## config.mk

```make
export PLATFORM = sky130hd
export DESIGN_NAME = sar_ctl_top
export DESIGN_NICKNAME = d
export VERILOG_FILES = /design/src/rtl/sar_ctl_pkg.sv /design/src/rtl/sar_conv_seq.sv /design/src/rtl/sar_result_bank.sv /design/src/rtl/sar_ctl_top.sv
export SDC_FILE = /design/constraint.sdc
export NUM_CORES = 1
export LEC_CHECK = 0
export ABC_AREA = 1
export CAP_MARGIN = 10
export CORE_AREA = 2 2 69 71
export DETAILED_ROUTE_END_ITERATION = 16
export DIE_AREA = 0 0 71 73
export GPL_TIMING_DRIVEN = 0
export PLACE_DENSITY = 0.7
export RECOVER_POWER = 100
export SKIP_CTS_REPAIR_TIMING = 1
export SKIP_LAST_GASP = 1
export SYNTH_ARGS = -nofsm -noshare
export SYNTH_HDL_FRONTEND = slang
export SYNTH_SLANG_ARGS = --single-unit
```

## constraint.sdc

```tcl
create_clock -name clk -period 2.7 [get_ports clk]
set_input_delay 0.27 -clock clk [delete_from_list [all_inputs] [get_ports clk]]
set_output_delay 0.27 -clock clk [all_outputs]
set_load 0.005 [all_outputs]
```

## src/rtl/sar_ctl_pkg.sv

```systemverilog
package sar_ctl_pkg;
  localparam int SMP_W = 10;
  localparam int BYTE_W = 8;

  localparam logic [2:0] A_CTRL = 3'd0;
  localparam logic [2:0] A_CFG  = 3'd1;
  localparam logic [2:0] A_THL  = 3'd2;
  localparam logic [2:0] A_THH  = 3'd3;
  localparam logic [2:0] A_RHI  = 3'd4;
  localparam logic [2:0] A_RLO  = 3'd5;

  // Result as stored: full sample in 10-bit mode, top byte otherwise.
  function automatic logic [SMP_W-1:0] fmt_sample(input logic [SMP_W-1:0] s,
                                                  input logic wide);
    return wide ? s : (s >> (SMP_W - BYTE_W));
  endfunction

  function automatic logic cmp_pass(input logic [SMP_W-1:0] r,
                                    input logic [SMP_W-1:0] thr,
                                    input logic en, input logic ge);
    if (!en) return 1'b1;
    return ge ? (r >= thr) : (r < thr);
  endfunction
endpackage

```

## src/rtl/sar_conv_seq.sv

```systemverilog
module sar_conv_seq #(
  parameter int CHAN_W = 4
) (
  input  logic              clk,
  input  logic              rst_n,
  input  logic              restart,
  input  logic [CHAN_W-1:0] chan_in,
  input  logic              cont,
  input  logic              done_in,
  output logic              done_acc,
  output logic              busy,
  output logic              start_pls,
  output logic [CHAN_W-1:0] chan
);
  // a restart in the same cycle drops the finishing sample
  assign done_acc = done_in && busy && !restart;

  always_ff @(posedge clk or negedge rst_n) begin
    if (!rst_n) begin
      busy      <= 1'b0;
      start_pls <= 1'b0;
      chan      <= '0;
    end else if (restart) begin
      busy      <= 1'b1;
      start_pls <= 1'b1;
      chan      <= chan_in;
    end else if (done_acc) begin
      busy      <= cont;
      start_pls <= cont;
    end else begin
      start_pls <= 1'b0;
    end
  end
endmodule

```

## src/rtl/sar_result_bank.sv

```systemverilog
module sar_result_bank
  import sar_ctl_pkg::*;
(
  input  logic             clk,
  input  logic             rst_n,
  input  logic             done_acc,
  input  logic [SMP_W-1:0] sample,
  input  logic             wide,
  input  logic             cmp_en,
  input  logic             cmp_ge,
  input  logic [SMP_W-1:0] thr,
  input  logic             rd_hi,
  input  logic             rd_lo,
  input  logic             clr_flag,
  input  logic             mode_chg,
  output logic [SMP_W-1:0] res,
  output logic             lock,
  output logic             flag,
  output logic             xfer
);
  logic [SMP_W-1:0] cand;

  assign cand = fmt_sample(sample, wide);
  assign xfer = done_acc && !lock && !mode_chg && cmp_pass(cand, thr, cmp_en, cmp_ge);

  always_ff @(posedge clk or negedge rst_n) begin
    if (!rst_n) begin
      res  <= '0;
      lock <= 1'b0;
      flag <= 1'b0;
    end else begin
      if (mode_chg)  res <= '0;
      else if (xfer) res <= cand;

      if (mode_chg || rd_lo) lock <= 1'b0;
      else if (rd_hi && wide) lock <= 1'b1;

      if (xfer) flag <= 1'b1;
      else if (rd_lo || clr_flag) flag <= 1'b0;
    end
  end
endmodule

```

## src/rtl/sar_ctl_top.sv

```systemverilog
module sar_ctl_top
  import sar_ctl_pkg::*;
#(
  parameter int CHAN_W = 4
) (
  input  logic              clk,
  input  logic              rst_n,
  input  logic              bus_wr,
  input  logic              bus_rd,
  input  logic [2:0]        bus_addr,
  input  logic [7:0]        bus_wdata,
  output logic [7:0]        bus_rdata,
  output logic              conv_start,
  output logic [CHAN_W-1:0] conv_chan,
  input  logic              conv_done,
  input  logic [SMP_W-1:0]  conv_data,
  output logic              irq
);
  localparam int PAD_W = 6 - CHAN_W;
  localparam int HI_W  = SMP_W - BYTE_W;

  logic [3:0]       cfg_q;
  logic             ie_q;
  logic [SMP_W-1:0] thr_q;

  // named events for the checker
  logic ctrl_wr_ev, cfg_wr_ev, mode_chg_ev, rd_hi_ev, rd_lo_ev;
  logic done_acc, busy_q, xfer_ev, lock_q, flag_q;
  logic [SMP_W-1:0] res_q;

  assign ctrl_wr_ev  = bus_wr && (bus_addr == A_CTRL);
  assign cfg_wr_ev   = bus_wr && (bus_addr == A_CFG);
  assign mode_chg_ev = cfg_wr_ev && (bus_wdata[0] != cfg_q[0]);
  assign rd_hi_ev    = bus_rd && (bus_addr == A_RHI);
  assign rd_lo_ev    = bus_rd && (bus_addr == A_RLO);

  always_ff @(posedge clk or negedge rst_n) begin
    if (!rst_n) begin
      cfg_q <= '0;
      ie_q  <= 1'b0;
      thr_q <= '0;
    end else if (bus_wr) begin
      case (bus_addr)
        A_CTRL:  ie_q <= bus_wdata[6];
        A_CFG:   cfg_q <= bus_wdata[3:0];
        A_THL:   thr_q[BYTE_W-1:0] <= bus_wdata;
        A_THH:   thr_q[SMP_W-1:BYTE_W] <= bus_wdata[HI_W-1:0];
        default: ;
      endcase
    end
  end

  sar_conv_seq #(.CHAN_W(CHAN_W)) u_seq (
    .clk(clk), .rst_n(rst_n),
    .restart(ctrl_wr_ev), .chan_in(bus_wdata[CHAN_W-1:0]),
    .cont(cfg_q[1]), .done_in(conv_done),
    .done_acc(done_acc), .busy(busy_q),
    .start_pls(conv_start), .chan(conv_chan)
  );

  sar_result_bank u_res (
    .clk(clk), .rst_n(rst_n),
    .done_acc(done_acc), .sample(conv_data),
    .wide(cfg_q[0]), .cmp_en(cfg_q[2]), .cmp_ge(cfg_q[3]), .thr(thr_q),
    .rd_hi(rd_hi_ev), .rd_lo(rd_lo_ev), .clr_flag(ctrl_wr_ev),
    .mode_chg(mode_chg_ev),
    .res(res_q), .lock(lock_q), .flag(flag_q), .xfer(xfer_ev)
  );

  assign irq = flag_q && ie_q;

  always_comb begin
    case (bus_addr)
      A_CTRL:  bus_rdata = {flag_q, ie_q, {PAD_W{1'b0}}, conv_chan};
      A_CFG:   bus_rdata = {4'b0, cfg_q};
      A_THL:   bus_rdata = thr_q[BYTE_W-1:0];
      A_THH:   bus_rdata = {{(BYTE_W-HI_W){1'b0}}, thr_q[SMP_W-1:BYTE_W]};
      A_RHI:   bus_rdata = {{(BYTE_W-HI_W){1'b0}}, res_q[SMP_W-1:BYTE_W]};
      A_RLO:   bus_rdata = res_q[BYTE_W-1:0];
      default: bus_rdata = '0;
    endcase
  end
endmodule


```

==> results of run 1 <==
-- state kept, by name, indices dropped and copies added (netlist names) --
register,cells
thr_q,10
u_res.lock,1
u_res.flag,1
u_seq.busy,1
u_seq.chan,4
u_res.res,10
u_seq.start_pls,1
ie_q,1
cfg_q,4
-- Yosys cell counts --
master and instances:
o211ai_1 3, nor2_1 6, nand3_1 25, o2111ai_1 1
buf_2 2, nand4_1 3, nor3_1 1, o221ai_1 1
nand2_4 1, nand2_2 3, nand2_1 77, a21o_1 1
mux2i_1 1, inv_2 4, o21ai_0 22, a21oi_4 1
nor3_2 3, a211oi_1 1, o21ai_1 5, a221oi_1 2
nand3b_1 1, dfrtp_1 33, clkbuf_1 3, buf_6 1
nor3_4 1, a21oi_1 5, a22oi_1 1, inv_1 36
ha_1 10
-- power breakdown --
group	total [W]	leakage [nW]	internal (W)	switching, W
clock network	0.000371	0.0443	0.000202	0.000169
registers	0.000722	0.412	0.000632	0.0000902
logic	0.000558	0.814	0.000257	0.000301
total	0.00165	1.27	0.00109	0.000560
-- through the flow --
stage | instance area (um2) | TNS, ns | total power, W | setup slack, ns | instances
6_report | 2500 | 0 | 0.00165 | 0.161 | 354
3_3_place_gp | 2400 | -0.0428 | 0.00127 | -0.0428 | 347
4_1_cts | 2480 | -0.0822 | 0.00166 | -0.0395 | 354
2_1_floorplan | 1940 | 0 | 0.00105 | 0.575 | 254
5_1_grt | 2500 | -0.0168 | 0.00179 | -0.0168 | 354
3_5_place_dp | 2400 | -0.0401 | 0.00129 | -0.0247 | 347
-- layer usage --
metal / part of all wire / wire, um
met1: 0.47 / 2260
met2: 0.46 / 2220
met3: 0.045 / 219
met4: 0.023 / 110
met5: 0 / 0
-- cell type report --
| type | count | area [um2] |
|---|---|---|
| Fill cell | 441 | 2040 |
| Multi-Input combinational cell | 175 | 948 |
| Sequential cell | 33 | 826 |
| Timing Repair Buffer | 39 | 387 |
| Inverter | 40 | 150 |
| Clock buffer | 7 | 86.3 |
| Tap cell | 54 | 67.6 |
| Buffer | 6 | 35.0 |
-- cell families after synthesis --
| family | Yosys count | share of synthesized area |
|---|---|---|
| simple gates | 121 | 0.280 |
| buf+inv | 46 | 0.0939 |
| compound gates | 43 | 0.132 |
| flops | 33 | 0.425 |
| fa+ha+maj | 10 | 0.0644 |
| mux | 1 | 0.00515 |
-- worst paths after layout --
check,startpoint,end,cells after the start
worst min register to register,cfg_q[1],cfg_q[1],2
min in group clk,cfg_q[1],cfg_q[1],2
max in group asynchronous,rst_n,u_res.res[6],1
worst min-delay path,rst_n,u_seq.chan[0],1
worst max-delay path,bus_addr[0],bus_rdata[0],8
worst max register to register,cfg_q[0],u_res.res[1],15
==> metrics.md, run 1 <==
| Metric | Value |
|---|---|
| Crit path arrival time | `2.27 ns` |
| CTS Sinks | `33` |
| Ant diodes | `0` |
| Total congestion overflow | `0` |
| Post-route DRC violation count | `0` |
| Top cells by area, synth | `dfrtp_1 (42%), nand2_1 (15%), inv_1 (6.9%)` |
| TritonRoute pass-1 iters | `4` |
| CP delay by family, top | `buffers and inverters` |
| Dpl hpwl | `around 3700 um` |
| Cells after Synth | `about 250` |
| CTS tree | `done` |
| Max-Cap Viols | `1` |
| Vias | `about 1800` |
| Core Util, Final | `0.551` |
| GR Util met3 | `0.0428` |
| Die Height | `73 um` |
| H-tree Lvls | `2` |
| Final min period | `roughly 2.5 ns` |
| Hold WC Path Type | `input port to async pin` |
| Worst path most repeated cell | `clkdlybuf4s50_1` |
| Die width | `71 um` |
| Share of cells above drive strength 1 | `0.0800` |
| Mapped Nets | `290` |
| Setup slack, reg-to-reg | `between 0.2 and 0.3 ns` |
| Fmax | `0.394 GHz` |
| Core area | `4540 um2` |
| Die area | `slightly above 5000 um2` |
| Most frequent cells in the layout | `nand2_1 (77), inv_1 (36), clkdlybuf4s50_1 (35), dfrtp_1 (33), nand3_1 (25)` |
| Largest net degree at the start of global routing | `34` |
| Clock latency on the worst-skew pair | `approximately 0.28 ns` |
| Commonest non-fill, non-tap cell in the layout | `nand2_1` |
| Slew @ Worst Pin | `roughly 1.8 ns` |
| Critical Path Fanout Max | `9` |
| Yosys top cell by area | `dfrtp_1` |
| RSZ-0062 raised after global routing | `yes` |
| Register area share after synthesis | `0.425` |
| DRT antenna net count | `0` |
| CP endpoint kind | `output pin` |
| Synthesized area | `~2000 um2` |
| Leak | `~1.3 nW` |
| Hold slack | `between 0.4 and 0.5 ns` |
| Worst vdd ir | `roughly 0.38 mV` |
| GR peak layer | `met2` |
| WS Path Type | `input port to output pin` |
| Row count | `25` |
| Final clock skew | `between 0.005 and 0.006 ns` |
| Fin. max-slew vios | `34` |
| Clock Tree Buf Depth | `2` |
| Failing checks | `max-capacitance violations, max-slew violations` |
| TritonCTS buffer count | `5` |
| Power per cell area | `~660 nW/um2` |
| Hold Vio Cnt, Final | `0` |
| Reg clk slew, reported paths | `approximately 0.060 ns` |
| Drt first-iter violations | `~130` |
| Ports | `40` |
| Slew HR | `-0.202` |
| Synth Register Bits | `33` |
| Top cell type's share of synthesized area | `0.425` |
| Setup Viol. Count Final | `0` |
| Fin nets | `approximately 340` |
| Worst Path Buf+Inv | `3` |
| Drt total wl | `roughly 4800 um` |
| Final Cycle Share | `0.941` |
| Vias in the first global route | `1706` |
| Total track usage | `0.209` |
| Met2 usage | `0.324` |
| Synth-to-Final Area Change | `28.6%` |
| IO Port Bufs | `39` |
| Syn_area_per_cell | `~7.7 um2` |
| First-pass GRT wire length | `around 8300 um` |
| Yosys warnings | `0` |
| Netlist cell types | `29` |
| Slowest cell on the critical path | `clkdlybuf4s50_1` |
| Worst setup SP type | `input port` |
| WP data required | `2.43 ns` |
| Vias per cell | `roughly 5` |
| Crit path cell chain | `clkdlybuf4s50_1, inv_2, nor3_4, nand2_1, o21ai_0, a221oi_1, nand3_1, clkdlybuf4s50_1` |
| Status | `complete, but fails checks` |
| Peak per-stage delay on the critical path | `around 0.60 ns` |
| Routed length per instance | `around 14 um` |
| Initial antenna violation count | `0` |
| Root buf cell | `clkbuf_8` |
| Global-route met1 utilization | `0.294` |
| Placer congestion estimate | `about 0.90` |
| Initial Utilization | `0.429` |
Note: power is estimated with default switching activity, not from simulation.
==> inputs of run 2 (changes only) <==
--- a/config.mk
+++ b/config.mk
@@ -6,12 +6,12 @@
 export NUM_CORES = 1
 export LEC_CHECK = 0
 export ABC_AREA = 1
-export CAP_MARGIN = 10
+export CAP_MARGIN = 5
 export CORE_AREA = 2 2 69 71
 export DETAILED_ROUTE_END_ITERATION = 16
 export DIE_AREA = 0 0 71 73
+export DONT_BUFFER_PORTS = 1
 export GPL_TIMING_DRIVEN = 0
-export PLACE_DENSITY = 0.7
 export RECOVER_POWER = 100
 export SKIP_CTS_REPAIR_TIMING = 1
 export SKIP_LAST_GASP = 1
==> constraint.sdc (replaced) <==
create_clock -name clk -period 2.9 [get_ports clk]
set_input_delay 0.29 -clock clk [delete_from_list [all_inputs] [get_ports clk]]
set_output_delay 0.29 -clock clk [all_outputs]
set_load 0.005 [all_outputs]
==> run 2 against run 1 <==
Compared with the run above:
- the flow still finishes with violations (max-capacitance violations, max-slew violations)
- final area shrank 17%
- die area is the same
- sequential share of layout area grew 6.9 points
- non-clock buffer count shrank 37
- register-to-register slack gained 0.17 ns
- wire length shrank 1.3%
- final cell count shrank 10%
- via count shrank 10%
- critical path depth grew 7
- power shrank 13%
- flip-flop and latch count is the same
- clock skew shrank 0.0016 ns
- largest cell class unchanged
==> metrics.md, run 2 (synthesis results as in run 1) <==
| Metric | Value |
|---|---|
| Status | `complete, but fails checks` |
| Failing checks | `max-capacitance violations, max-slew violations` |
| Vias in the first global route | `between 1500 and 2000` |
| H-tree Lvls | `2` |
| Drt total wl | `~4800 um` |
| Hold WC Path Type | `input port to register` |
| WP data required | `3.12 ns` |
| Fillers | `about 460` |
| Crit path arrival time | `~2.7 ns` |
| Vias per cell | `just over 5` |
| RSZ-0062 raised after global routing | `no` |
| Non-Filler Instances | `roughly 320` |
| TritonRoute pass-1 iters | `4` |
| Leak | `~1.1 nW` |
| Row count | `25` |
| Setup Viol. Count Final | `0` |
| Total congestion overflow | `0` |
| Fin. max-slew vios | `34` |
| Slew @ Worst Pin | `around 1.8 ns` |
| Largest net degree at the start of global routing | `34` |
| Pwr Total | `roughly 0.0014 W` |
| Placer congestion estimate | `0.840` |
| Post-route cell area | `approximately 2100 um2` |
| Power per cell area | `~690 nW/um2` |
| CTS tree | `done` |
| Post-route DRC violation count | `0` |
| Area of the multi-input gates | `slightly below 900 um2` |
| Die area | `5180 um2` |
| Placed instance area | `a little over 2000 um2` |
| Final Cycle Share | `0.844` |
| Reg clk slew, reported paths | `~0.060 ns` |
| Crit path launch | `cfg_q[0]` |
| Ant diodes | `0` |
| Max-Cap Viols | `1` |
| Die width | `~71 um` |
| Clock Tree Buf Depth | `2` |
| Fmax | `~0.4 GHz` |
| Ports | `40` |
| Clock latency on the worst-skew pair | `approximately 0.28 ns` |
| Core Util, Final | `0.456` |
| TritonCTS buffer count | `5` |
| Reg2Reg Depth | `15` |
| Worst vdd ir | `between 0.3 and 0.4 mV` |
| Dpl cells | `approximately 310` |
| Fin nets | `299` |
| RR Endpoint | `u_res.res[8]` |
| WS Path Type | `register to register` |
| Seq. cell area | `between 800 and 900 um2` |
| Worst setup SP type | `register` |
| Synth-to-Final Area Change | `6.31%` |
| First-pass GRT wire length | `8120 um` |
| Total track usage | `0.206` |
| Initial antenna violation count | `0` |
| Regs by FF count | `thr_q (10), u_res.res (10)` |
| Hold Vio Cnt, Final | `0` |
| Drt first-iter violations | `121` |
| Setup_tns | `0 ns` |
| Die Height | `between 70 and 80 um` |
| Routed length per instance | `approximately 15 um` |
| CP endpoint kind | `register` |
| Critical Path Fanout Max | `10` |
| Share of cells above drive strength 1 | `0.0494` |
| Root buf cell | `clkbuf_8` |
| Initial Utilization | `0.429` |
| Vias | `~1600` |
| Setup slack, reg-to-reg | `between 0.4 and 0.5 ns` |
| Dpl hpwl | `3760 um` |
| Crit Reg-Reg Startpoint | `cfg_q[0]` |
| Commonest non-fill, non-tap cell in the layout | `nand2_1` |
| Final min period | `roughly 2.4 ns` |
| CTS Sinks | `33` |
| DRT antenna net count | `0` |
| Slew HR | `-0.185` |
| Final clock skew | `just under 0.004 ns` |
| Most frequent cells in the layout | `nand2_1 (80), inv_1 (38), dfrtp_1 (33), nand3_1 (25), o21ai_0 (24)` |
| Crit path to | `u_res.res[8]` |
| Core area | `around 4500 um2` |
| IO Port Bufs | `0` |
run 2: changes by cell type in the layout (fill, tap and decap cells not counted), moves of 3 or more:
| cell | previous run | this run |
|---|---|---|
| clkdlybuf4s50_1 | 35 | 0 |
| nand2_1 | 77 | 80 |
| nor3_1 | 1 | 4 |
| nor3_4 | 3 | 0 |
run 2: layer usage:
metal,wire length (um),GRT usage,part of all wire,vias up
li1,-,-,-,843
met4,86,0.0860,0.018,0
met5,0,0,0,-
met2,2320,0.342,0.49,24
met3,178,0.0608,0.037,9
met1,2170,0.250,0.46,736
run 2: stage by stage:
stage / hold WS, ns / setup slack, ns
5_1_grt: 0.161 / 0.126
2_1_floorplan: -0.00559 / 0.775
3_5_place_dp: -0.00499 / 0.247
6_report: 0.157 / 0.453
4_1_cts: -0.309 / 0.244
3_3_place_gp: -0.00478 / 0.272
run 2: power by group:
group          switching, W  total [W]  internal [W]
Clock              0.000155   0.000343      0.000188
Combinational      0.000250   0.000408      0.000157
Sequential        0.0000926   0.000681      0.000588
Total              0.000498    0.00143      0.000934
run 2: how the worst min path moves through the flow:
stage | start | end | slack (ns) | depth (start not counted)
detailed placement | rst_n | u_seq.chan[0] | -0.005 | 0
global route | bus_rd | u_res.lock | 0.16 | 2
global placement | rst_n | u_seq.chan[1] | -0.005 | 0
finish | bus_wdata[6] | thr_q[6] | 0.16 | 2
floorplan | rst_n | cfg_q[0] | -0.006 | 0
CTS | rst_n | thr_q[4] | -0.31 | 0
run 2: layout make-up:
cell class / instances / area share
multi-input combinational: 175 / 0.431
sequential: 33 / 0.400
inverter: 40 / 0.0726
clock buffer: 7 / 0.0418
tap: 54 / 0.0327
buffer: 6 / 0.0157
timing repair buffer: 2 / 0.00666
run 2: critical path, stage by stage, from the launching register on:
cell and delay [ns]:
dfrtp_1 0.46, inv_1 0.18, o21ai_0 0.35, ha_1 0.31, nand2_1 0.07, nand2_1 0.04, nand2_1 0.05, nand2_1 0.05
nand2_1 0.07, nand4_1 0.07, nand2_1 0.07, inv_1 0.03, nand2_1 0.10, clkbuf_1 0.31, nand3_1 0.13, nand2_1 0.09
==> inputs of run 3 (changes only) <==
==> constraint.sdc (replaced) <==
create_clock -name clk -period 2.3 [get_ports clk]
set_input_delay 0.23 -clock clk [delete_from_list [all_inputs] [get_ports clk]]
set_output_delay 0.23 -clock clk [all_outputs]
set_load 0.005 [all_outputs]
==> run 3 against run 2 <==
Compared with the run above:
- the flow now finishes without violations
- final cell count grew 0.63%
- count of clock-buffer cells in the layout unchanged
- clock power grew 26%
==> metrics.md, run 3 (synthesis results as in run 1) <==
| Metric | Value |
|---|---|
| Status | `finished, final reports clean` |
| CTS Sinks | `33` |
| CP endpoint kind | `register` |
| Placer congestion estimate | `between 0.8 and 0.9` |
| Share of cells above drive strength 1 | `0.132` |
| Synth-to-Final Area Change | `11.9%` |
| Fin. max-slew vios | `0` |
| WP data required | `2.47 ns` |
| Row count | `25` |
| Clock latency on the worst-skew pair | `about 0.28 ns` |
| RSZ-0062 raised after global routing | `yes` |
| Dpl hpwl | `around 3800 um` |
| CTS tree | `done` |
| Leak | `1.13 nW` |
| Non-Filler Instances | `about 320` |
| Commonest non-fill, non-tap cell in the layout | `nand2_1` |
| Most frequent cells in the layout | `nand2_1 (75), inv_1 (35), dfrtp_1 (32), nand3_1 (24), o21ai_0 (17)` |
| Final min period | `~2.1 ns` |
| Routed length per instance | `around 15 um` |
| Setup Viol. Count Final | `0` |
| Hold Vio Cnt, Final | `0` |
| Critical Path Fanout Max | `10` |
| Initial antenna violation count | `0` |
| Ports | `40` |
| First-pass GRT wire length | `8120 um` |
| Vias per cell | `~5` |
| Final Cycle Share | `0.911` |
| Gate power share | `0.306` |
| Ant diodes | `0` |
| DRT antenna net count | `0` |
| TritonRoute pass-1 iters | `4` |
| Crit path arrival time | `approximately 2.3 ns` |
| Reg clk slew, reported paths | `~0.06 ns` |
| Worst setup SP type | `register` |
| Slew @ Worst Pin | `1.44 ns` |
| Vias in the first global route | `approximately 1600` |
| Clock Tree Buf Depth | `2` |
| Max-Cap Viols | `0` |
| Drt total wl | `between 4000 and 5000 um` |
| Fin nets | `301` |
| Int Pwr | `roughly 0.0012 W` |
| Switching fraction of total power | `0.351` |
| Final clock skew | `0.00479 ns` |
| Slew HR | `0.0372` |
| Regs by FF count | `thr_q (10), u_res.res (10)` |
| Vias | `between 1500 and 2000` |
| Largest net degree at the start of global routing | `34` |
| Dpl cells | `between 300 and 400` |
| Total congestion overflow | `0` |
| WS Path Type | `register to register` |
| Setup_tns | `0 ns` |
| Core area | `4540 um2` |
| Root buf cell | `clkbuf_8` |
| TritonCTS buffer count | `5` |
| IO Port Bufs | `0` |
| Seq pwr share | `0.461` |
| Worst vdd ir | `approximately 0.41 mV` |
| Post-route DRC violation count | `0` |
| Power per cell area | `about 850 nW/um2` |
| Switching Power | `about 0.00065 W` |
| Die area | `between 5000 and 6000 um2` |
| Hold WC Path Type | `input port to register` |
| H-tree Lvls | `2` |
| Fmax | `between 0.4 and 0.5 GHz` |
| Die width | `71 um` |
| Drt first-iter violations | `109` |
| Clock power frac | `0.232` |
| Die Height | `around 73 um` |
| Total track usage | `0.206` |
| Initial Utilization | `0.429` |
==> run 3: cell type report <==
type / count / area (um2)
fill: 448 / 2360
multi-input combinational: 175 / 963
sequential: 33 / 827
inverter: 40 / 154
clock buffer: 7 / 86.3
tap: 54 / 67.6
buffer: 6 / 40.0
timing repair buffer: 4 / 37.5
==> run 3: layer usage <==
layer	GRT usage	vias to the layer above	part of all wire
met4	0.0860	0	0.018
met5	0	-	0
met2	0.342	28	0.49
met1	0.250	716	0.44
met3	0.0608	9	0.043
li1	-	850	-
==> run 3: worst paths after layout <==
kind	slack [ns]	to	depth (start not counted)	start
worst min-delay path	0.1	thr_q[6]	2	bus_wdata[6]
max in group asynchronous	0.43	cfg_q[0]	2	rst_n
min in group asynchronous	0.92	u_res.res[6]	2	rst_n
worst max register to register	0.20	u_res.res[8]	16	cfg_q[0]
worst min register to register	0.49	cfg_q[1]	2	cfg_q[1]
worst max-delay path	0.20	u_res.res[8]	16	cfg_q[0]
==> run 3: stage by stage <==
stage               total power (W)  hold WS (ns)  cell area, um2  setup slack, ns  utilization
finish                      0.00186        0.0959            2180            0.204        0.480
global route                0.00201         0.101            2180         -0.00130        0.480
CTS                         0.00181        -0.369            2100           -0.356        0.463
detailed placement          0.00137       -0.0650            2010           -0.353        0.444
global placement            0.00136       -0.0648            2010           -0.328        0.444
floorplan                   0.00124       -0.0656            1940            0.175            -
==> run 3: critical path: stages (launching register included) <==
cell,delay [ns]
dfrtp_2,0.45
buf_4,0.19
o21ai_1,0.19
ha_1,0.27
nand2_1,0.10
inv_1,0.04
nand2_1,0.05
nand2_1,0.05
nand2_1,0.08
nand4_1,0.07
nand2_1,0.06
inv_1,0.04
nand2_2,0.07
nand2_2,0.06
buf_6,0.14
nand3_1,0.06
nand2_1,0.05
==> run 3: power by group through the flow <==
stage	registers, W	logic [W]	clock network, W
final	0.000857	0.000569	0.000432
after global routing	0.000878	0.000675	0.000461
after CTS	0.000856	0.000513	0.000444
after detailed placement	0.000866	0.000509	0
after global placement	0.000864	0.000497	0
after floorplan	0.000825	0.000413	0
